$ cat config.mk
export PLATFORM = sky130hd
export DESIGN_NAME = crc_ctx_engine
export DESIGN_NICKNAME = d
export VERILOG_FILES = /design/src/rtl/crc_ctx_pkg.sv /design/src/rtl/crc_word_step.sv /design/src/rtl/crc_ctx_slot.sv /design/src/rtl/crc_ctx_engine.sv
export SDC_FILE = /design/constraint.sdc
export NUM_CORES = 1
export LEC_CHECK = 0
export ABC_AREA = 1
export BUFFER_PORTS_ARGS = -buffer_cell sky130_fd_sc_hd__buf_2
export CAP_MARGIN = 20
export CORE_ASPECT_RATIO = 0.5
export CORE_MARGIN = 5
export CORE_UTILIZATION = 40
export DETAILED_ROUTE_END_ITERATION = 7
export PLACE_DENSITY_LB_ADDON = 0.15
export SETUP_SLACK_MARGIN = 0.1
export SYNTH_ARGS = -nofsm -noshare
export SYNTH_HDL_FRONTEND = slang
export SYNTH_SLANG_ARGS = --single-unit
$ cat constraint.sdc
create_clock -name clk -period 3.9 [get_ports clk]
set_input_delay 0.195 -clock clk [delete_from_list [all_inputs] [get_ports clk]]
set_output_delay 0.195 -clock clk [all_outputs]
set_load 0.005 [all_outputs]
$ cat src/rtl/crc_ctx_pkg.sv
package crc_ctx_pkg;

   localparam int CRC_MAX_W    = 32;
   localparam int NUM_VARIANTS = 3;

   typedef enum logic [1:0] {
      REG_DATA = 2'd0,
      REG_SEED = 2'd1,
      REG_CFG  = 2'd2,
      REG_NONE = 2'd3
   } crc_reg_e;

   // variant index 0/1/2 -> 8/16/32 bit
   function automatic int variant_width(input int v);
      return (v == 0) ? 8 : (v == 1) ? 16 : 32;
   endfunction

   function automatic logic [CRC_MAX_W-1:0] variant_poly(input int v);
      return (v == 0) ? 32'h0000_001D : (v == 1) ? 32'h0000_1021 : 32'h04C1_1DB7;
   endfunction

   // width code from configuration -> variant index (code 3 folds onto 32 bit)
   function automatic logic [1:0] code_to_variant(input logic [1:0] code);
      return (code == 2'd3) ? 2'd2 : code;
   endfunction

   function automatic logic [CRC_MAX_W-1:0] code_mask(input logic [1:0] code);
      case (code)
         2'd0:    return 32'h0000_00FF;
         2'd1:    return 32'h0000_FFFF;
         default: return 32'hFFFF_FFFF;
      endcase
   endfunction

endpackage

$ cat src/rtl/crc_word_step.sv
module crc_word_step #(
   parameter int          W      = 32,
   parameter int          DATA_W = 32,
   parameter logic [31:0] POLY   = 32'h04C1_1DB7
) (
   input  logic [W-1:0]      crc_in,
   input  logic [DATA_W-1:0] data,
   output logic [W-1:0]      crc_out
);

   if (W < 1 || W > 32) begin : g_bad_w
      $error("crc_word_step: W must be 1..32");
   end

   localparam logic [W-1:0] TAPS = POLY[W-1:0];

   always_comb begin
      logic [W-1:0] acc;
      logic         fb;
      acc = crc_in;
      for (int i = DATA_W - 1; i >= 0; i--) begin
         fb  = acc[W-1] ^ data[i];
         acc = {acc[W-2:0], 1'b0};
         if (fb) acc = acc ^ TAPS;
      end
      crc_out = acc;
   end

endmodule

$ cat src/rtl/crc_ctx_slot.sv
module crc_ctx_slot
   import crc_ctx_pkg::*;
#(
   parameter int IDX    = 0,
   parameter int CTX_W  = 2,
   parameter int DATA_W = 32
) (
   input  logic                 clk,
   input  logic                 rst_n,
   input  logic                 wr_en,
   input  logic [CTX_W-1:0]     wr_ctx,
   input  logic [1:0]           wr_reg,
   input  logic [DATA_W-1:0]    wr_data,
   output logic [CRC_MAX_W-1:0] crc_q,
   output logic [CRC_MAX_W-1:0] seed_q,
   output logic [1:0]           cfg_q
);

   logic                 hit;
   logic [CRC_MAX_W-1:0] nxt [NUM_VARIANTS];
   logic [CRC_MAX_W-1:0] step_sel;

   assign hit = wr_en && (int'(wr_ctx) == IDX);

   for (genvar v = 0; v < NUM_VARIANTS; v++) begin : g_var
      localparam int VW = variant_width(v);
      logic [VW-1:0] step_out;
      crc_word_step #(
         .W      (VW),
         .DATA_W (DATA_W),
         .POLY   (variant_poly(v))
      ) i_step (
         .crc_in  (crc_q[VW-1:0]),
         .data    (wr_data),
         .crc_out (step_out)
      );
      if (VW < CRC_MAX_W) begin : g_ext
         assign nxt[v] = {{(CRC_MAX_W-VW){1'b0}}, step_out};
      end else begin : g_full
         assign nxt[v] = step_out;
      end
   end

   always_comb begin
      case (code_to_variant(cfg_q))
         2'd0:    step_sel = nxt[0];
         2'd1:    step_sel = nxt[1];
         default: step_sel = nxt[2];
      endcase
   end

   always_ff @(posedge clk or negedge rst_n) begin
      if (!rst_n) begin
         crc_q  <= '0;
         seed_q <= '0;
         cfg_q  <= '0;
      end else if (hit) begin
         case (wr_reg)
            REG_DATA: crc_q <= step_sel;
            REG_SEED: begin
               seed_q <= wr_data[CRC_MAX_W-1:0];
               crc_q  <= wr_data[CRC_MAX_W-1:0];
            end
            REG_CFG: begin
               cfg_q <= wr_data[1:0];
               crc_q <= seed_q;
            end
            default: ;
         endcase
      end
   end

endmodule

$ cat src/rtl/crc_ctx_engine.sv
module crc_ctx_engine
   import crc_ctx_pkg::*;
#(
   parameter int NUM_CTX = 3,
   parameter int DATA_W  = 32,
   localparam int CTX_W  = (NUM_CTX > 2) ? $clog2(NUM_CTX + 1) : 2
) (
   input  logic              clk,
   input  logic              rst_n,
   input  logic              wr_en,
   input  logic [CTX_W-1:0]  wr_ctx,
   input  logic [1:0]        wr_reg,
   input  logic [DATA_W-1:0] wr_data,
   input  logic [CTX_W-1:0]  rd_ctx,
   input  logic [1:0]        rd_reg,
   output logic [DATA_W-1:0] rd_data
);

   if (DATA_W != CRC_MAX_W) begin : g_bad_dw
      $error("crc_ctx_engine: DATA_W must equal CRC_MAX_W");
   end
   if (NUM_CTX < 1 || NUM_CTX >= (1 << CTX_W)) begin : g_bad_ctx
      $error("crc_ctx_engine: NUM_CTX out of range for CTX_W");
   end

   logic [NUM_CTX-1:0][CRC_MAX_W-1:0] crc_st;
   logic [NUM_CTX-1:0][CRC_MAX_W-1:0] seed_st;
   logic [NUM_CTX-1:0][1:0]           cfg_st;

   for (genvar c = 0; c < NUM_CTX; c++) begin : g_ctx
      crc_ctx_slot #(
         .IDX    (c),
         .CTX_W  (CTX_W),
         .DATA_W (DATA_W)
      ) i_slot (
         .clk     (clk),
         .rst_n   (rst_n),
         .wr_en   (wr_en),
         .wr_ctx  (wr_ctx),
         .wr_reg  (wr_reg),
         .wr_data (wr_data),
         .crc_q   (crc_st[c]),
         .seed_q  (seed_st[c]),
         .cfg_q   (cfg_st[c])
      );
   end

   always_comb begin
      rd_data = '0;
      for (int c = 0; c < NUM_CTX; c++) begin
         if (int'(rd_ctx) == c) begin
            case (rd_reg)
               REG_DATA: rd_data = crc_st[c] & code_mask(cfg_st[c]);
               REG_SEED: rd_data = seed_st[c];
               REG_CFG:  rd_data = {{(DATA_W-2){1'b0}}, cfg_st[c]};
               default:  rd_data = '0;
            endcase
         end
      end
   end

endmodule

=== Word-level counts from Yosys, hierarchy flattened ===
Cells that the tools add are included.
Widths: inputs -> output; s select.

* Flip-flop bits (word level): 198
* Output and inout port bits: 32

* Muxes and demuxes: 312
* Equality and inequality tests: 17
* Reduce and logical (&&, ||, !) cells: 23
* Bitwise gates (word level): 579

{| class="wikitable"
|+ Operator list
! kind !! count
|-
| $mux 27 || 96
|-
| $not 14->14 || 96
|-
| $mux 13 || 96
|-
| $pmux 32 s3 || 6
|-
| $mux 5 || 96
|-
| $not 4->4 || 96
|-
| $pmux 32 s2 || 6
|-
| $mux 32 || 9
|-
| $not 3->3 || 96
|-
| $xor 1x1->1 || 288
|-
| $and 32x32->32 || 3
|-
| $logic_not 2->1 || 10
|-
| $eq 2x2->1 const B || 9
|-
| $reduce_and 2->1 || 9
|-
| $eq 2x1->1 const B || 8
|-
| $mux 2 || 3
|-
| $logic_and 1x1->1 || 3
|-
| $reduce_bool 3->1 || 1
|}

=== Logic depth before layout (Yosys ltp) ===
Gate-level depths: netlist of the first run.

* Depth after elaboration: 66
* Depth in mapped cells: 43

=== Cells and area by module ===
Synthesis of the first run repeated with hierarchy kept, for this count alone.

* Cell total of the unflattened synthesis: 7329
* Area total of the unflattened synthesis: 40525.1 um2

{| class="wikitable"
|+ By module, submodules not included
! module !! times used !! area an instance (um2) !! cells an instance
|-
| crc_word_step at g_ctx[0].i_slot.g_var[2].i_step ... || 3 || 5029.8 || 921
|-
| crc_ctx_slot at g_ctx[1].i_slot ... || 2 || 3654.8 || 551
|-
| crc_word_step at g_ctx[0].i_slot.g_var[0].i_step ... || 3 || 2432.3 || 497
|-
| crc_word_step at g_ctx[0].i_slot.g_var[1].i_step ... || 3 || 1706.6 || 316
|-
| crc_ctx_slot at g_ctx[0].i_slot || 1 || 3661.0 || 549
|-
| crc_ctx_engine || 1 || 2048.2 || 476
|}

=== Worst setup path before layout of the first run ===
Ideal clock, no wire load.

* Kind: reg-to-reg
* From: register g_ctx[0].i_slot.crc_q[30]
* To: register g_ctx[0].i_slot.crc_q[9]
* Period minus slack after synthesis: 3942 ps
* Library setup time: 128 ps
* Arrival time: 3814 ps
* Path slack: -42 ps
* Cell stages (with the launch flop): 25
* Cells stage by stage: dfrtp_1 > inv_1 > nand2_2 > nand2_8 > xor2_1 > xor2_1 > xor2_2 > nand2_1 > nand2_2 > xnor2_2 > xor2_2 > inv_1 > nand2_1 > nand2_2 > xor2_1 > inv_1 > nand2_1 > nand2_2 > xor2_2 > inv_1 > or2_1 > nand2_1 > nand3_1 > nand3_1 > o21ai_1

* Cells in the longest elaborated chain, start to end: 41

{| class="wikitable"
|+ Ends and longest elaborated chain
! what !! RTL line !! RTL
|-
| start: declaration || crc_ctx_slot.sv:14 || <nowiki>output logic [CRC_MAX_W-1:0] crc_q,</nowiki>
|-
| start signal: assignment || crc_ctx_slot.sv:59 || <nowiki>REG_DATA: crc_q <= step_sel;</nowiki>
|-
| start signal: assignment || crc_ctx_slot.sv:62 || <nowiki>crc_q <= wr_data[CRC_MAX_W-1:0];</nowiki>
|-
| start signal: assignment || crc_ctx_slot.sv:66 || <nowiki>crc_q <= seed_q;</nowiki>
|-
| $xor 1x1->1 (*) || crc_word_step.sv:22 || <nowiki>fb = acc[W-1] ^ data[i];</nowiki>
|-
| $mux 27 (*) || crc_word_step.sv:24 || <nowiki>if (fb) acc = acc ^ TAPS;</nowiki>
|-
| $not 14->14 (no source line) || n/a ||
|-
| $mux 27 || crc_word_step.sv:24 ||
|-
| $mux 27 or $not 14->14 (tied branches) (2 in a row) || n/a ||
|-
| $mux 27 || crc_word_step.sv:24 ||
|-
| $not 14->14 (no source line) or $mux 27 (tied branches) || n/a ||
|-
| $mux 27 || crc_word_step.sv:24 ||
|-
| (+23 left out) || n/a ||
|-
| $mux 27 or $not 14->14 (tied branches) || n/a ||
|-
| $mux 27 || crc_word_step.sv:24 ||
|-
| $not 14->14 (no source line) or $xor 1x1->1 (tied branches) || n/a ||
|-
| $mux 27 || crc_word_step.sv:24 ||
|-
| $not 14->14 (no source line) || n/a ||
|-
| $mux 27 (*) (2 in a row) || crc_word_step.sv:24 ||
|-
| $pmux 32 s2 (*) || crc_ctx_slot.sv:45 || <nowiki>case (code_to_variant(cfg_q))</nowiki>
|-
| $pmux 32 s3 (*) || crc_ctx_slot.sv:58 || <nowiki>case (wr_reg)</nowiki>
|}

Every way passes the cells marked *; elsewhere a longest branch is shown, timed or not.
A chain may end at the register's enable or synchronous reset.

=== Worst setup path after layout of the first run ===
* From: register g_ctx[1].i_slot.crc_q[27]
* To: register g_ctx[1].i_slot.crc_q[9]

* Cells in the longest elaborated chain, start to end: 36

{| class="wikitable"
|+ Ends and longest elaborated chain
! what !! RTL line
|-
| start: declaration || crc_ctx_slot.sv:14
|-
| start signal: assignment || crc_ctx_slot.sv:59
|-
| start signal: assignment || crc_ctx_slot.sv:62
|-
| start signal: assignment || crc_ctx_slot.sv:66
|-
| $xor 1x1->1 (*) || crc_word_step.sv:22
|-
| $mux 27 (*) || crc_word_step.sv:24
|-
| $not 14->14 (no source line) || n/a
|-
| $mux 27 || crc_word_step.sv:24
|-
| $not 14->14 (no source line) or $mux 27 (tied branches) || n/a
|-
| $mux 27 or $not 14->14 (tied branches) || n/a
|-
| $mux 27 || crc_word_step.sv:24
|-
| $mux 27 or $not 14->14 (tied branches) || n/a
|-
| (+19 left out) || n/a
|-
| $mux 27 or $not 14->14 (tied branches) || n/a
|-
| $mux 27 || crc_word_step.sv:24
|-
| $not 14->14 (no source line) or $xor 1x1->1 (tied branches) || n/a
|-
| $mux 27 || crc_word_step.sv:24
|-
| $not 14->14 (no source line) || n/a
|-
| $mux 27 (*) (2 in a row) || crc_word_step.sv:24
|-
| $pmux 32 s2 (*) || crc_ctx_slot.sv:45
|-
| $pmux 32 s3 (*) || crc_ctx_slot.sv:58
|}

Marks and branches as above.

==> results of run 1 <==
-- registers in the layout (all words and copies together), names as in the netlist --
signal,cells
g_ctx.i_slot.crc_q,96
g_ctx.i_slot.cfg_q,6
g_ctx.i_slot.seed_q,96
-- cell families after synthesis --
kind of cell	after synthesis
DFF	198
buffers and inverters	594
and+or+nand+nor	2264
AOI/OAI and AO/OA	505
adders and majority gates	3
xor gates and xnor gates	1101
-- placed cells by master (no fill, tap or decap), drive strengths merged, types with 5 or more instances in the layout --
cell	synthesis	routed
nand3b	21	21
a21oi	141	141
diode	0	5
buf	36	1325
o22ai	19	19
dfrtp	198	198
nand3	492	492
nand4	10	10
o21ai	271	271
a22oi	36	36
xor2	771	771
a21boi	5	5
or2	45	45
clkbuf	115	19
xnor2	330	330
inv	425	435
nand2	1558	1558
clkinv	18	19
nor2	138	138
-- metal layers --
| metal | vias up | share of wire (%) | track usage (%) |
|---|---|---|---|
| met4 | 6 | 5.4 | 14.0 |
| met2 | 2059 | 41 | 56.0 |
| met5 | - | 0.021 | 0 |
| li1 | 16800 | - | - |
| met3 | 496 | 12 | 12.9 |
| met1 | 18400 | 41 | 54.3 |
-- critical path, stage by stage (launching register included) --
cell and delay (ns):
dfrtp_1 0.43, buf_4 0.16, xor2_2 0.15, nand2_1 0.11, nand2_2 0.11, xor2_4 0.21
buf_6 0.13, xnor2_4 0.24, xor2_4 0.21, xnor2_2 0.14, xor2_1 0.26, buf_4 0.21
clkinv_4 0.07, nand2_8 0.09, nand2_8 0.08, nand2_4 0.07, nand3_2 0.08, nand3b_1 0.21
nand2_4 0.13, buf_8 0.17, xor2_4 0.19, buf_6 0.13, nand2_2 0.07, clkinv_2 0.08
o21bai_1 0.20, nand3_2 0.16, a21oi_2 0.17
-- area by class of cell --
| class | instances | area, µm² | share of cell area, % |
|---|---|---|---|
| Antenna cell | 5 | 12.5 | 0.0242 |
| Sequential cell | 198 | 4970 | 9.62 |
| Clock inverter | 13 | 159 | 0.308 |
| Tap cell | 1022 | 1280 | 2.47 |
| Timing Repair Buffer | 1327 | 11200 | 21.6 |
| Clock buffer | 18 | 439 | 0.850 |
| Inverter | 443 | 1750 | 3.38 |
| Multi-Input combinational cell | 3873 | 31900 | 61.7 |
-- through the flow --
step                instances  utilization (%)  setup WS, ns  setup TNS (ns)  cell area, µm²
finish                   6899             68.8        -0.451          -11.92           51700
global route             6894             68.8        -0.517          -23.30           51700
CTS                      6770             60.0        -0.197           -2.62           45000
detailed placement       6590             52.2        -0.955          -38.56           39200
global placement         6590             52.2         -1.01          -34.42           39200
floorplan                4665                -        0.0445               0           30400
-- what timing repair did --
item	4_1_cts	5_1_grt
hold endpoints to repair	111	0
gates cloned	0	1
gates resized for setup	937	1225
pin swaps	376	601
setup endpoints to repair	90	96
setup buffers	151	134
hold buffers	1	0
-- how the worst min path moves through the flow --
stage | slack [ns] | cells past startpoint | end | startpoint
4_1_cts | 0.18 | 3 | g_ctx[0].i_slot.cfg_q[0] | wr_en
3_3_place_gp | 0.38 | 1 | g_ctx[2].i_slot.seed_q[26] | rst_n
3_5_place_dp | 0.37 | 1 | g_ctx[2].i_slot.seed_q[25] | rst_n
6_report | 0.20 | 3 | g_ctx[0].i_slot.cfg_q[0] | wr_en
5_1_grt | 0.21 | 3 | g_ctx[0].i_slot.cfg_q[1] | wr_en
2_1_floorplan | -0.10 | 0 | g_ctx[0].i_slot.cfg_q[0] | rst_n
==> impl_metrics.json, run 1 <==
{
  "syn_area_per_cell_um2": 6.49,
  "clkSinkCount": 198,
  "synthXorXnorAreaFrac_pct": 35.3,
  "place.gp.congestion": 1.05,
  "wire_per_inst_um": 25.2,
  "grt_pass1_wl_um": 233000,
  "die_area_um2": 81600,
  "cts_tree": "built",
  "synth_edf_count": 0,
  "drive_gt1_share_pct": 51.1,
  "rows": 71,
  "yosysWarningCount": 0,
  "crit_type": "flip-flop to flip-flop",
  "start_kind": "flip-flop",
  "violations": "setup timing",
  "worst_r2r_path_depth": 26,
  "root_buffer": "clkbuf_16",
  "status": "finished with violations",
  "initial_core_util_pct": 40.3,
  "hold_viol_final": 0,
  "fmax_mhz": 230,
  "die_h_um": 204,
  "yosysTopAreaCell": "xor2_1",
  "fin_crit_sh_pct": 112,
  "htree_levels": 4,
  "min_path_type": "input port to flip-flop",
  "grt_pass1_vias": 34800,
  "arrival_ns": 4.75,
  "critical_path_required_ns": 4.30,
  "synth_cell_types": 47,
  "synth_flop_cell": "dfrtp_1",
  "tightest_slew_ns": 1.24,
  "syn2layout_area_growth_pct": 70.7,
  "remaining_drc_errors": 0,
  "ant_nets": 0,
  "grt_remaining_overflow": 0,
  "place.port_buffers": 74,
  "yosysMostFrequentCell": "nand2_1",
  "final_nets": 5906,
  "cts_buffer_depth": 2,
  "slew_headroom_pct": 17.3,
  "fillers": 6009,
  "grtUsageTotal_pct": 39.0,
  "r2r_slack_ns": -0.45,
  "synth_nets": 4711,
  "syn_inst": 4665,
  "synth_seq_cells": 198,
  "vias": 37800,
  "synthTopCellsByArea": "xor2_1 20%, nand2_1 19%, dfrtp_1 16%",
  "antenna_found_initial": 5,
  "timing.rr.start": "g_ctx[1].i_slot.crc_q[27]",
  "syn_area_um2": 30300,
  "viasPerCell": 5.48,
  "whs_ns": 0.195,
  "worst_r2r_endpoint": "g_ctx[1].i_slot.crc_q[9]",
  "crit_start": "g_ctx[1].i_slot.crc_q[27]",
  "fin_skew_ns": 0.0193,
  "yosys-mux-area-fraction_pct": 0,
  "die_w_um": 399,
  "grt_max_degree": 114,
  "final_max_slew_viol_count": 0,
  "clkLatencyLatePin_ns": 0.48,
  "crit_end": "g_ctx[1].i_slot.crc_q[9]",
  "synth_top_family_by_area": "XOR/XNOR gates",
  "drt_iter0_drc": 4444,
  "synth-compound-area-share_pct": 9.12,
  "routed_wl_um": 174000,
  "ys_seq_area_share_pct": 16.4,
  "cap_violations": 0,
  "hpwl_um": 128000,
  "yosys-top-cells-count": "1,499 x nand2_1, 703 x xor2_1, 492 x nand3_1",
  "cts.clk_slew.worst_paths_ns": 0.08,
  "yosys.area_share.simple_pct": 31.6,
  "fin_crit_ns": 4.35,
  "synth_fa_ha_area_share_pct": 0.124,
  "synth_top_area_share_pct": 20.3,
  "finalSetupViolCount": 72,
  "cp-end-kind": "flip-flop",
  "rsz0062_at_grt": "true",
  "setup_slack_ns": -0.451,
  "async_flop_share_pct": 100,
  "first_pass_iters": 6,
  "crit_path_max_fanout": 5,
  "core_um2": 75100,
  "io_pins": 75,
  "numCtsBuffers": 17
}
Power of run 1 is not shown: default switching activity piles up to over one toggle a cycle in this logic, so the estimate is an artifact.
==> run 2, diff against run 1 <==
BUFFER_PORTS_ARGS = not set   (was -buffer_cell sky130_fd_sc_hd__buf_2)
DONT_BUFFER_PORTS = 1   (was not set)
GPL_TIMING_DRIVEN = 0   (was not set)
==> impl_metrics.json, run 2 (synthesis gave the netlist of run 1 again) <==
{
  "status": "finished with violations",
  "violations": "hold timing, setup timing",
  "grt_pass1_vias": 33500,
  "top_regs": "g_ctx.i_slot.crc_q x96, g_ctx.i_slot.seed_q x96, g_ctx.i_slot.cfg_q x6",
  "setup_slack_ns": -0.299,
  "slew_headroom_pct": 10.8,
  "grt_max_degree": 199,
  "fin_skew_ns": 0.0207,
  "postPlaceCellArea_um2": 31800,
  "whs_ns": -0.609,
  "drive_gt1_share_pct": 39.0,
  "cap_violations": 0,
  "die_w_um": 399,
  "final_area_um2": 44900,
  "finalSetupTns_ns": -9.28,
  "place.gp.congestion": 1.08,
  "die_area_um2": 81600,
  "slowest_stage": "clkbuf_2",
  "cts_buffer_depth": 2,
  "final_max_slew_viol_count": 0,
  "clkLatencyLatePin_ns": 0.49,
  "slowest_delay_ns": 0.69,
  "routed_wl_um": 179000,
  "cp-end-kind": "flip-flop",
  "antenna_found_initial": 13,
  "hpwl_um": 127000,
  "fmax_mhz": 238,
  "die_h_um": 204,
  "grtUsageTotal_pct": 41.9,
  "cts_tree": "built",
  "post-route-util_pct": 59.9,
  "ant_nets": 0,
  "critical_path_required_ns": 4.26,
  "arrival_ns": 4.56,
  "first_pass_iters": 7,
  "numCtsBuffers": 17,
  "grt_remaining_overflow": 0,
  "viasPerCell": 5.79,
  "layout_commonest_cell": "nand2_1",
  "rows": 71,
  "clkSinkCount": 198,
  "start_kind": "input port",
  "cts.clk_slew.worst_paths_ns": 0.09,
  "hold_viol_final": 198,
  "core_um2": 75100,
  "htree_levels": 4,
  "final_cell_mix": "923 x nand2_1, 525 x xor2_1, 422 x buf_4",
  "grt_pass1_wl_um": 244000,
  "final_nets": 5242,
  "crit_path_max_fanout": 10,
  "drt_iter0_drc": 4864,
  "remaining_drc_errors": 0,
  "syn2layout_area_growth_pct": 48.5,
  "fin_crit_ns": 4.20,
  "fillers": 6637,
  "min_path_type": "input port to asynchronous set/reset pin",
  "vias": 36100,
  "crit_type": "input port to flip-flop",
  "tightest_slew_ns": 1.34,
  "initial_core_util_pct": 40.3,
  "root_buffer": "clkbuf_16",
  "finalSetupViolCount": 75,
  "io_pins": 75,
  "fin_crit_sh_pct": 108,
  "rsz0062_at_grt": "true",
  "place.port_buffers": 0,
  "wire_per_inst_um": 28.7
}
run 2: layout make-up:
class                           count  area [µm²]  area share, %
Antenna cell                       13        32.5         0.0724
Inverter                          443        1770           3.95
Clock inverter                     13         111          0.248
Multi-Input combinational cell   3874       31000           68.9
Sequential cell                   198        4990           11.1
Timing Repair Buffer              520        4730           10.5
Clock buffer                       19         443          0.985
Tap cell                         1022        1280           2.85
Buffer                            142         623           1.39
run 2: metal layers:
layer	share of wire, %	vias to the layer above	global-route usage (%)
li1	-	15600	-
met1	41	17800	58.0
met2	40	2364	59.5
met3	14	442	15.2
met4	4.9	6	16.2
met5	0.19	-	0
run 2: path summary, 6_finish.rpt:
check / startpoint / end / slack, ns / cells after the start
min: rst_n / g_ctx[2].i_slot.seed_q[22] / -0.61 / 0
max: wr_data[19] / g_ctx[1].i_slot.crc_q[2] / -0.30 / 30
max reg2reg: g_ctx[0].i_slot.crc_q[30] / g_ctx[0].i_slot.crc_q[1] / -0.25 / 27
min in group clk: wr_data[27] / g_ctx[1].i_slot.seed_q[27] / 0.05 / 2
max in group asynchronous: rst_n / g_ctx[0].i_slot.crc_q[2] / 4.14 / 0
min reg2reg: g_ctx[1].i_slot.seed_q[0] / g_ctx[1].i_slot.seed_q[0] / 0.49 / 2
run 2: what timing repair did:
action	4_1_cts	5_1_grt
cloned	1	0
pin swaps	444	342
hold endpoints to repair	198	198
gates resized for setup	1190	609
setup endpoints to repair	96	94
setup buffers	417	93
run 2: through the flow:
step | setup WS (ns) | hold slack [ns] | instances
2_1_floorplan | 0.0445 | -0.101 | 4665
3_3_place_gp | -3.09 | -0.0957 | 5687
3_5_place_dp | -1.96 | -0.0966 | 5694
4_1_cts | -0.133 | -0.616 | 6134
5_1_grt | -0.447 | -0.620 | 6235
6_report | -0.299 | -0.609 | 6244
run 2: critical path: cells and delay by family:
family,cells,cell delay [ns]
AND/OR/NAND/NOR,23,2.48
buffers and inverters,7,1.86
Power of run 2 is left out for the same reason.
